### config.mk
export PLATFORM = sky130hd
export DESIGN_NAME = bt_alu
export DESIGN_NICKNAME = d
export VERILOG_FILES = /design/src/rtl/bt_pkg.sv /design/src/rtl/bt_trit_cell.sv /design/src/rtl/bt_full_add.sv /design/src/rtl/bt_ripple_add.sv /design/src/rtl/bt_alu.sv
export SDC_FILE = /design/constraint.sdc
export NUM_CORES = 1
export LEC_CHECK = 0
export ABC_CLOCK_PERIOD_IN_PS = 12400
export BUFFER_PORTS_ARGS = -buffer_cell sky130_fd_sc_hd__buf_4
export CAP_MARGIN = 5
export CORE_ASPECT_RATIO = 0.8
export CORE_MARGIN = 4
export CORE_UTILIZATION = 50
export DETAILED_ROUTE_END_ITERATION = 10
export PLACE_DENSITY = 0.85
export SETUP_SLACK_MARGIN = 0.15
export SYNTH_ARGS = -nofsm -noshare
export SYNTH_HDL_FRONTEND = slang
export SYNTH_SLANG_ARGS = --single-unit
### constraint.sdc
create_clock -name vclk -period 12.4
set_input_delay 1.24 -clock vclk [all_inputs]
set_output_delay 1.24 -clock vclk [all_outputs]
set_load 0.03 [all_outputs]
### src/rtl/bt_pkg.sv
package bt_pkg;

    localparam logic [1:0] TRIT_NEG  = 2'b01;
    localparam logic [1:0] TRIT_ZERO = 2'b00;
    localparam logic [1:0] TRIT_POS  = 2'b10;
    localparam logic [1:0] TRIT_BAD  = 2'b11;

    typedef enum logic [3:0] {
        OP_TNOT = 4'd0,
        OP_PNOT = 4'd1,
        OP_NNOT = 4'd2,
        OP_XORA = 4'd3,
        OP_XORB = 4'd4,
        OP_XORM = 4'd5,
        OP_AND  = 4'd6,
        OP_ADD  = 4'd7,
        OP_NEG  = 4'd8,
        OP_SUB  = 4'd9
    } bt_op_e;

    // Digit pair to signed value (-1, 0, +1); the illegal pair reads as 0.
    function automatic logic signed [2:0] trit_to_int(input logic [1:0] t);
        logic signed [2:0] v;
        case (t)
            TRIT_NEG: v = -3'sd1;
            TRIT_POS: v = 3'sd1;
            default:  v = 3'sd0;
        endcase
        return v;
    endfunction

    // Signed value to digit pair, sign only.
    function automatic logic [1:0] int_to_trit(input logic signed [2:0] v);
        logic [1:0] t;
        if (v < 0)
            t = TRIT_NEG;
        else if (v > 0)
            t = TRIT_POS;
        else
            t = TRIT_ZERO;
        return t;
    endfunction

    // Swapping the two wires exchanges minus and plus and keeps zero.
    function automatic logic [1:0] trit_swap(input logic [1:0] t);
        return {t[0], t[1]};
    endfunction

endpackage

### src/rtl/bt_trit_cell.sv
module bt_trit_cell
    import bt_pkg::*;
(
    input  bt_op_e     op,
    input  logic [1:0] x,
    input  logic [1:0] y,
    output logic [1:0] z
);

    logic signed [2:0] xv;
    logic signed [2:0] yv;
    logic signed [2:0] dv;

    always_comb begin
        xv = trit_to_int(x);
        yv = trit_to_int(y);
        dv = xv - yv;
        z  = TRIT_ZERO;
        case (op)
            OP_TNOT, OP_NEG: begin
                z = trit_swap(x);
            end
            OP_PNOT: begin
                z = (x == TRIT_POS) ? TRIT_NEG : TRIT_POS;
            end
            OP_NNOT: begin
                z = (x == TRIT_NEG) ? TRIT_POS : TRIT_NEG;
            end
            OP_XORA: begin
                z = (x == y) ? TRIT_NEG : TRIT_POS;
            end
            OP_XORB: begin
                if (x == TRIT_ZERO || y == TRIT_ZERO)
                    z = TRIT_ZERO;
                else
                    z = (x == y) ? TRIT_NEG : TRIT_POS;
            end
            OP_XORM: begin
                if (dv == 3'sd2)
                    z = TRIT_NEG;
                else if (dv == -3'sd2)
                    z = TRIT_POS;
                else
                    z = int_to_trit(dv);
            end
            OP_AND: begin
                z = (x == y) ? x : TRIT_ZERO;
            end
            default: begin
                z = TRIT_ZERO;
            end
        endcase
    end

endmodule

### src/rtl/bt_full_add.sv
module bt_full_add
    import bt_pkg::*;
(
    input  logic [1:0] a,
    input  logic [1:0] b,
    input  logic [1:0] ci,
    output logic [1:0] s,
    output logic [1:0] co
);

    int tot;

    always_comb begin
        tot = int'(trit_to_int(a)) + int'(trit_to_int(b)) + int'(trit_to_int(ci));
        case (tot)
            -3: begin s = TRIT_ZERO; co = TRIT_NEG;  end
            -2: begin s = TRIT_POS;  co = TRIT_NEG;  end
            -1: begin s = TRIT_NEG;  co = TRIT_ZERO; end
             1: begin s = TRIT_POS;  co = TRIT_ZERO; end
             2: begin s = TRIT_NEG;  co = TRIT_POS;  end
             3: begin s = TRIT_ZERO; co = TRIT_POS;  end
            default: begin s = TRIT_ZERO; co = TRIT_ZERO; end
        endcase
    end

endmodule

### src/rtl/bt_ripple_add.sv
module bt_ripple_add
    import bt_pkg::*;
#(
    parameter int WIDTH = 6
) (
    input  logic [2*WIDTH-1:0] a,
    input  logic [2*WIDTH-1:0] b,
    output logic [2*WIDTH-1:0] sum,
    output logic [1:0]         cout
);

    localparam int CHAIN_BITS = 2 * (WIDTH + 1);

    logic [CHAIN_BITS-1:0] chain;

    assign chain[1:0] = TRIT_ZERO;

    for (genvar i = 0; i < WIDTH; i++) begin : g_cell
        bt_full_add u_fa (
            .a  (a[2*i +: 2]),
            .b  (b[2*i +: 2]),
            .ci (chain[2*i +: 2]),
            .s  (sum[2*i +: 2]),
            .co (chain[2*(i+1) +: 2])
        );
    end

    assign cout = chain[2*WIDTH +: 2];

endmodule

### src/rtl/bt_alu.sv
module bt_alu
    import bt_pkg::*;
#(
    parameter int WIDTH = 6
) (
    input  logic [3:0]         op_sel,
    input  logic [2*WIDTH-1:0] opnd_a,
    input  logic [2*WIDTH-1:0] opnd_b,
    output logic [2*WIDTH-1:0] result,
    output logic [1:0]         carry_out,
    output logic               illegal_flag
);

    localparam int BITS = 2 * WIDTH;

    bt_op_e           op;
    logic [WIDTH-1:0] bad_vec;
    logic [BITS-1:0]  logic_word;
    logic [BITS-1:0]  b_inv;
    logic [BITS-1:0]  add_b;
    logic [BITS-1:0]  add_sum;
    logic [1:0]       add_cout;

    assign op = bt_op_e'(op_sel);

    for (genvar i = 0; i < WIDTH; i++) begin : g_digit
        assign bad_vec[i] = (opnd_a[2*i +: 2] == TRIT_BAD) ||
                            (opnd_b[2*i +: 2] == TRIT_BAD);
        assign b_inv[2*i +: 2] = trit_swap(opnd_b[2*i +: 2]);

        bt_trit_cell u_cell (
            .op (op),
            .x  (opnd_a[2*i +: 2]),
            .y  (opnd_b[2*i +: 2]),
            .z  (logic_word[2*i +: 2])
        );
    end

    assign add_b = (op == OP_SUB) ? b_inv : opnd_b;

    bt_ripple_add #(.WIDTH(WIDTH)) u_add (
        .a    (opnd_a),
        .b    (add_b),
        .sum  (add_sum),
        .cout (add_cout)
    );

    assign illegal_flag = |bad_vec;

    always_comb begin
        result    = '0;
        carry_out = TRIT_ZERO;
        if (!illegal_flag) begin
            case (op)
                OP_ADD, OP_SUB: begin
                    result    = add_sum;
                    carry_out = add_cout;
                end
                OP_TNOT, OP_PNOT, OP_NNOT, OP_XORA, OP_XORB,
                OP_XORM, OP_AND, OP_NEG: begin
                    result    = logic_word;
                    carry_out = TRIT_ZERO;
                end
                default: begin
                    result    = '0;
                    carry_out = TRIT_ZERO;
                end
            endcase
        end
    end

endmodule

==> results of run 1 <==
[how the worst min path moves through the flow]
stage,start,to
floorplan,op_sel[3],result[0]
finish,opnd_a[2],result[3]
global placement,opnd_a[2],result[3]
CTS,opnd_a[2],result[3]
detailed placement,opnd_a[2],result[3]
global route,opnd_a[2],result[3]
[cell type report]
type                            count  area, um2  share of cell area, %
Timing Repair Buffer              122       1040                   24.4
Inverter                           66        248                   5.79
Tap cell                           81        101                   2.37
Multi-Input combinational cell    342       2890                   67.5
[cell usage in the layout (no fill, tap or decap), types with 3 or more instances in the layout]
master                     synthesis  final
sky130_fd_sc_hd__buf_4             1     88
sky130_fd_sc_hd__inv_1            66     61
sky130_fd_sc_hd__ha_1             65     54
sky130_fd_sc_hd__buf_6             2     34
sky130_fd_sc_hd__nand2_1          32     32
sky130_fd_sc_hd__nor2_1           32     32
sky130_fd_sc_hd__a21oi_1          25     21
sky130_fd_sc_hd__fa_1             21     21
sky130_fd_sc_hd__o21ai_0          21     18
sky130_fd_sc_hd__xor2_1           12     12
sky130_fd_sc_hd__xnor2_1          12     12
sky130_fd_sc_hd__nor3_1           13     12
sky130_fd_sc_hd__o22ai_1          11     11
sky130_fd_sc_hd__ha_2              0     11
sky130_fd_sc_hd__nor2b_1          10      9
sky130_fd_sc_hd__nand2b_1          8      8
sky130_fd_sc_hd__or3_1             8      8
sky130_fd_sc_hd__a31oi_1           9      7
sky130_fd_sc_hd__nor4_1            6      5
sky130_fd_sc_hd__nand3_1           5      5
sky130_fd_sc_hd__inv_2             0      5
sky130_fd_sc_hd__a22oi_1           5      5
sky130_fd_sc_hd__mux2i_1           7      5
sky130_fd_sc_hd__or2_2             4      4
sky130_fd_sc_hd__a21oi_2           0      4
sky130_fd_sc_hd__a32oi_1           4      4
sky130_fd_sc_hd__nor3b_1           4      3
sky130_fd_sc_hd__a211oi_1          3      3
sky130_fd_sc_hd__o221a_1           3      3
sky130_fd_sc_hd__a221oi_1          3      3
sky130_fd_sc_hd__nand4_1           3      3
[metrics by stage]
step	setup TNS (ns)	total power, mW	utilization [%]	hold WS [ns]	area, um2
4_1_cts	-1.90	0.783	69.4	3.07	4130
6_report	-2.13	0.916	72.0	3.07	4280
2_1_floorplan	-0.884	0.403	-	2.84	3160
5_1_grt	-4.94	1.00	72.0	3.09	4280
3_5_place_dp	-2.31	0.607	64.0	3.07	3800
3_3_place_gp	-1.33	0.571	64.0	3.08	3800
[logic make-up after synthesis]
family          after synthesis  synth area share [%]
fa+ha+maj                    86                  39.9
mux                           7                  2.27
xor+xnor                     24                  6.80
compound gates               93                  19.0
simple gates                132                  21.5
buf+inv                      81                  10.5
[synth_stat cells, types with 8 or more instances]
library cell and count:
sky130_fd_sc_hd__clkbuf_1 10, sky130_fd_sc_hd__or3_1 8, sky130_fd_sc_hd__nand2_1 32, sky130_fd_sc_hd__ha_1 65
sky130_fd_sc_hd__nor2b_1 10, sky130_fd_sc_hd__nor2_1 32, sky130_fd_sc_hd__a21oi_1 25, sky130_fd_sc_hd__inv_1 66
sky130_fd_sc_hd__o22ai_1 11, sky130_fd_sc_hd__xor2_1 12, sky130_fd_sc_hd__fa_1 21, sky130_fd_sc_hd__xnor2_1 12
sky130_fd_sc_hd__o21ai_0 21, sky130_fd_sc_hd__nor3_1 13, sky130_fd_sc_hd__nand2b_1 8, sky130_fd_sc_hd__a31oi_1 9
[power breakdown]
group	switching, mW	total (mW)	internal, mW
combinational	0.414	0.916	0.502
clock	0	0	0
sequential	0	0	0
total	0.414	0.916	0.502
[worst min-delay path: stages]
cell and delay, ns:
sky130_fd_sc_hd__buf_4 0.13, sky130_fd_sc_hd__a221oi_1 0.10, sky130_fd_sc_hd__a31oi_1 0.18, sky130_fd_sc_hd__buf_4 0.18
[what timing repair did]
action / CTS / global route
cloned: 0 / 0
endpoints found under the setup margin: 4 / 6
pin swaps: 7 / 8
resized for setup: 29 / 30
buffers inserted: 34 / 6
[metal layers]
layer  routed length (um)  part of all wire [%]
met1                 3900                    40
met2                 4660                    47
met3                  982                    10
met4                  291                   3.0
met5                    0                     0
==> impl_metrics.yaml, run 1 <==
placed_design:
  place.detailed.instances: 571
  dpl.hpwl_mm: 6.98
  gpl.final_weighted_congestion: 0.967
  numPortBuffers: 43
  post-place-ws_ns: -0.705
global_route:
  vias_in_the_first_global_route: 3454
  grt_use_met1_pct: 35.0
  wire_length_of_the_first_global_routing_pass_mm: 15.9
  globalRoute.totalOverflow: 0
  gr_util_met2_pct: 44.3
  top_usage_layer: "met2"
  met3_usage_pct: 1.53
  initial_antenna_violation_count: 0
  groute.usage.overall_pct: 25.7
  grt_start_max_net_pins: 22
timing:
  rsz0062_at_grt: "yes"
  max-slew-margin-rel_pct: 20.8
  finalSetupViolCount: 6
  achievable-frequency_mhz: 77.2
  layout_min_cycle_time_ns: 12.95
  slew_viol_final: 0
  setup_slack_ns: -0.545
  final_hold_viol_count: 0
  fin_crit_sh_pct: 104
  worst_slew_pin_slew_ns: 1.18
floorplanning:
  die_h_um: 78.3
  design.die.area_um2: 7510
  row_count: 25
  coreArea_um2: 5940
  effective_utilization_at_floorplan_pct: 52.0
  io_pins: 43
  die_width_um: 95.9
layout:
  ff_latch_area_um2: 0
  layout-drive-gt1-share_pct: 29.8
  final-instance-count-excl-fill: 611
  seq_cell_count: 0
  area_growth_syn_to_layout_pct: 38.5
  num-nets-final: 646
  diodes: 0
  clkbuf_count: 0
  filler_cell_count: 459
logic_synthesis:
  synthesis.nets: 537
  syn-instance-count: 423
  synth.top_cells.by_area: "sky130_fd_sc_hd__ha_1 (26%), sky130_fd_sc_hd__fa_1 (14%), sky130_fd_sc_hd__inv_1 (8.0%)"
  post_synth_instance_area_um2: 3090
  synth.yosys.seq_area_share_pct: 0
  synth_top_cell_area_share_pct: 26.3
  syn_avg_cell_area_um2: 7.30
  synthDistinctLibCells: 42
  synth.largest_area_cell: "sky130_fd_sc_hd__ha_1"
  ys_warn_count: 0
route:
  avgViaCountPerCell: 5.81
  drt-initial-drc-count: 340
  drcViolationCount: 0
  dr_total_vias: 3548
  detail_route.first_pass.iterations: 6
  wire_per_inst_um: 16.1
  drt_wl_total_mm: 9.83
  antenna_left: 0
worst_setup_path:
  start_kind: "input pin"
  critPathArrivalTime_ns: 11.71
  crit_path_largest_cell_delay_ns: 0.54
  critical_path.max_fanout: 3
  cp_num_cells: 52
  timing.critical_path.to_type: "output port"
  slowest_stage: "sky130_fd_sc_hd__fa_1"
  critical_path.most_common_cell: "sky130_fd_sc_hd__ha_2"
  crit_path_end: "result[10]"
  critPathLaunch: "op_sel[1]"
  timing.setup.critical_path_class: "input pin to output port"
  critPathTopFamily: "adder cells"
  crit_buf_inv: 12
  critical_path_required_ns: 11.16
hold_path:
  min_path_cells: 4
  hold_class: "input pin to output port"
cts:
  cts_hold_repair.buffers: 0
outcome:
  run_status: "finished, violations left"
  violations: "negative setup slack"
job:
  maxCapViolations: 0
power:
  power_leakage_nw: 2.01
  power.ir.vdd_worst_v: 0.000165
  power.density_cell_area_nw_per_um2: 214
Power figures use the tool's default switching activity.
==> run 2: changes to the inputs <==
Settings changed: REMOVE_ABC_BUFFERS from default to 1, TNS_END_PERCENT from default to 1.
==> impl_metrics.yaml, run 2 (synthesized netlist as in run 1, its figures left out) <==
placed_design:
  post-place-ws_ns: -0.886
  placed_cell_area_um2: 3720
  dpl.hpwl_mm: 7.61
  gpl.final_weighted_congestion: 1.01
  numPortBuffers: 43
route:
  drt-met1-wl_mm: 4.01
  drt-initial-drc-count: 371
  detail_route.first_pass.iterations: 6
  drt_wl_total_mm: 9.41
  drcViolationCount: 0
  wire_per_inst_um: 16.4
  dr_total_vias: 3386
  avgViaCountPerCell: 5.91
  route.met2.wl_mm: 4.28
  route.met3.wl_um: 989
  maxUsedRoutingLayer: "met4"
  antenna_left: 0
timing:
  max-slew-margin-rel_pct: 28.3
  achievable-frequency_mhz: 76.5
  layout_min_cycle_time_ns: 13.06
  rsz0062_at_grt: "yes"
  final_hold_viol_count: 0
  holdWs_ns: 3.07
  fin_crit_sh_pct: 105
  setup_slack_ns: -0.664
  worst_slew_pin_slew_ns: 1.07
  finalSetupViolCount: 4
  slew_viol_final: 0
worst_setup_path:
  cp_num_cells: 51
  crit_buf_inv: 12
  timing.critical_path.to_type: "output port"
  critPathArrivalTime_ns: 11.82
  timing.setup.critical_path_class: "input pin to output port"
  crit_path_largest_cell_delay_ns: 0.56
  critical_path_required_ns: 11.16
  slowest_stage: "sky130_fd_sc_hd__fa_1"
  critPathTopFamily: "adder cells"
  start_kind: "input pin"
  critical_path.max_fanout: 3
power:
  power.ir.vdd_worst_v: 0.000149
  power.density_cell_area_nw_per_um2: 164
  power_leakage_nw: 1.79
floorplanning:
  effective_utilization_at_floorplan_pct: 52.0
  coreArea_um2: 5940
  row_count: 25
  die_h_um: 78.3
  io_pins: 43
  die_width_um: 95.9
  design.die.area_um2: 7510
global_route:
  globalRoute.totalOverflow: 0
  wire_length_of_the_first_global_routing_pass_mm: 15.5
  vias_in_the_first_global_route: 3320
  grt_start_max_net_pins: 22
  initial_antenna_violation_count: 0
  groute.usage.overall_pct: 25.4
job:
  maxCapViolations: 0
layout:
  area_growth_syn_to_layout_pct: 22.2
  final_cell_mix: "sky130_fd_sc_hd__buf_4 (84), sky130_fd_sc_hd__inv_1 (66), sky130_fd_sc_hd__ha_1 (64), sky130_fd_sc_hd__nand2_1 (32), sky130_fd_sc_hd__nor2_1 (32)"
  ff_latch_area_um2: 0
  clkbuf_count: 0
  diodes: 0
  num-nets-final: 608
  layout_commonest_cell: "sky130_fd_sc_hd__buf_4"
  filler_cell_count: 525
  post-route-cell-area_um2: 3770
  layout-drive-gt1-share_pct: 19.9
  seq_cell_count: 0
outcome:
  violations: "negative setup slack"
  run_status: "finished, violations left"
hold_path:
  min_from: "opnd_a[10]"
  hold_path_end: "result[10]"
  min_path_cells: 5
  hold_class: "input pin to output port"
cts:
  cts_hold_repair.buffers: 0
[run 2: cell types whose count changed in the layout (fill, tap and decap cells not counted), sizes merged]
cell  delta
buf     -38
[run 2: area by class of cell]
cell class                      instances  area (um2)  share of cell area [%]
Inverter                               66         248                    6.56
Multi-Input combinational cell        342        2790                    74.0
Tap cell                               81         101                    2.69
Timing Repair Buffer                   84         631                    16.7
[run 2: metal layers]
layer  GRT usage, %  vias up
met4           5.82        0
met3           4.02       19
met5              0        -
met1           35.6     1583
li1               -     1585
met2           40.6      199
[run 2: worst max path at each step]
stage / slack (ns) / end / startpoint
CTS: -0.63 / result[11] / op_sel[1]
global placement: -0.48 / result[11] / op_sel[2]
finish: -0.66 / result[11] / op_sel[1]
floorplan: -0.70 / carry_out[0] / op_sel[2]
detailed placement: -0.89 / result[11] / op_sel[2]
global route: -1.27 / result[11] / op_sel[1]
[run 2: stage by stage]
step | setup TNS (ns) | power (mW) | utilization [%] | std cells
final | -2.27 | 0.618 | 63.5 | 573
after global routing | -4.76 | 0.697 | 63.5 | 573
after global placement | -1.43 | 0.547 | 62.6 | 570
after detailed placement | -2.97 | 0.581 | 62.6 | 570
after floorplan | -2.41 | 0.382 | - | 408
after CTS | -2.21 | 0.606 | 63.4 | 573
[run 2: worst min-delay path, stage by stage]
cell and delay, ns:
sky130_fd_sc_hd__buf_4 0.12, sky130_fd_sc_hd__nor3_1 0.05, sky130_fd_sc_hd__a21oi_1 0.15, sky130_fd_sc_hd__a31oi_1 0.10, sky130_fd_sc_hd__buf_4 0.17
[run 2: power by group]
| part | leakage (nW) | internal [mW] | switching (mW) |
|---|---|---|---|
| logic | 1.79 | 0.299 | 0.319 |
| clock network | 0 | 0 | 0 |
| registers | 0 | 0 | 0 |
| total | 1.79 | 0.299 | 0.319 |
[run 2: timing repair]
item                                    in CTS  in global routing
setup buffers                                3                  0
pin swaps                                    4                  1
cloned                                       0                  0
endpoints found under the setup margin       4                  4
resized for setup                            7                  4
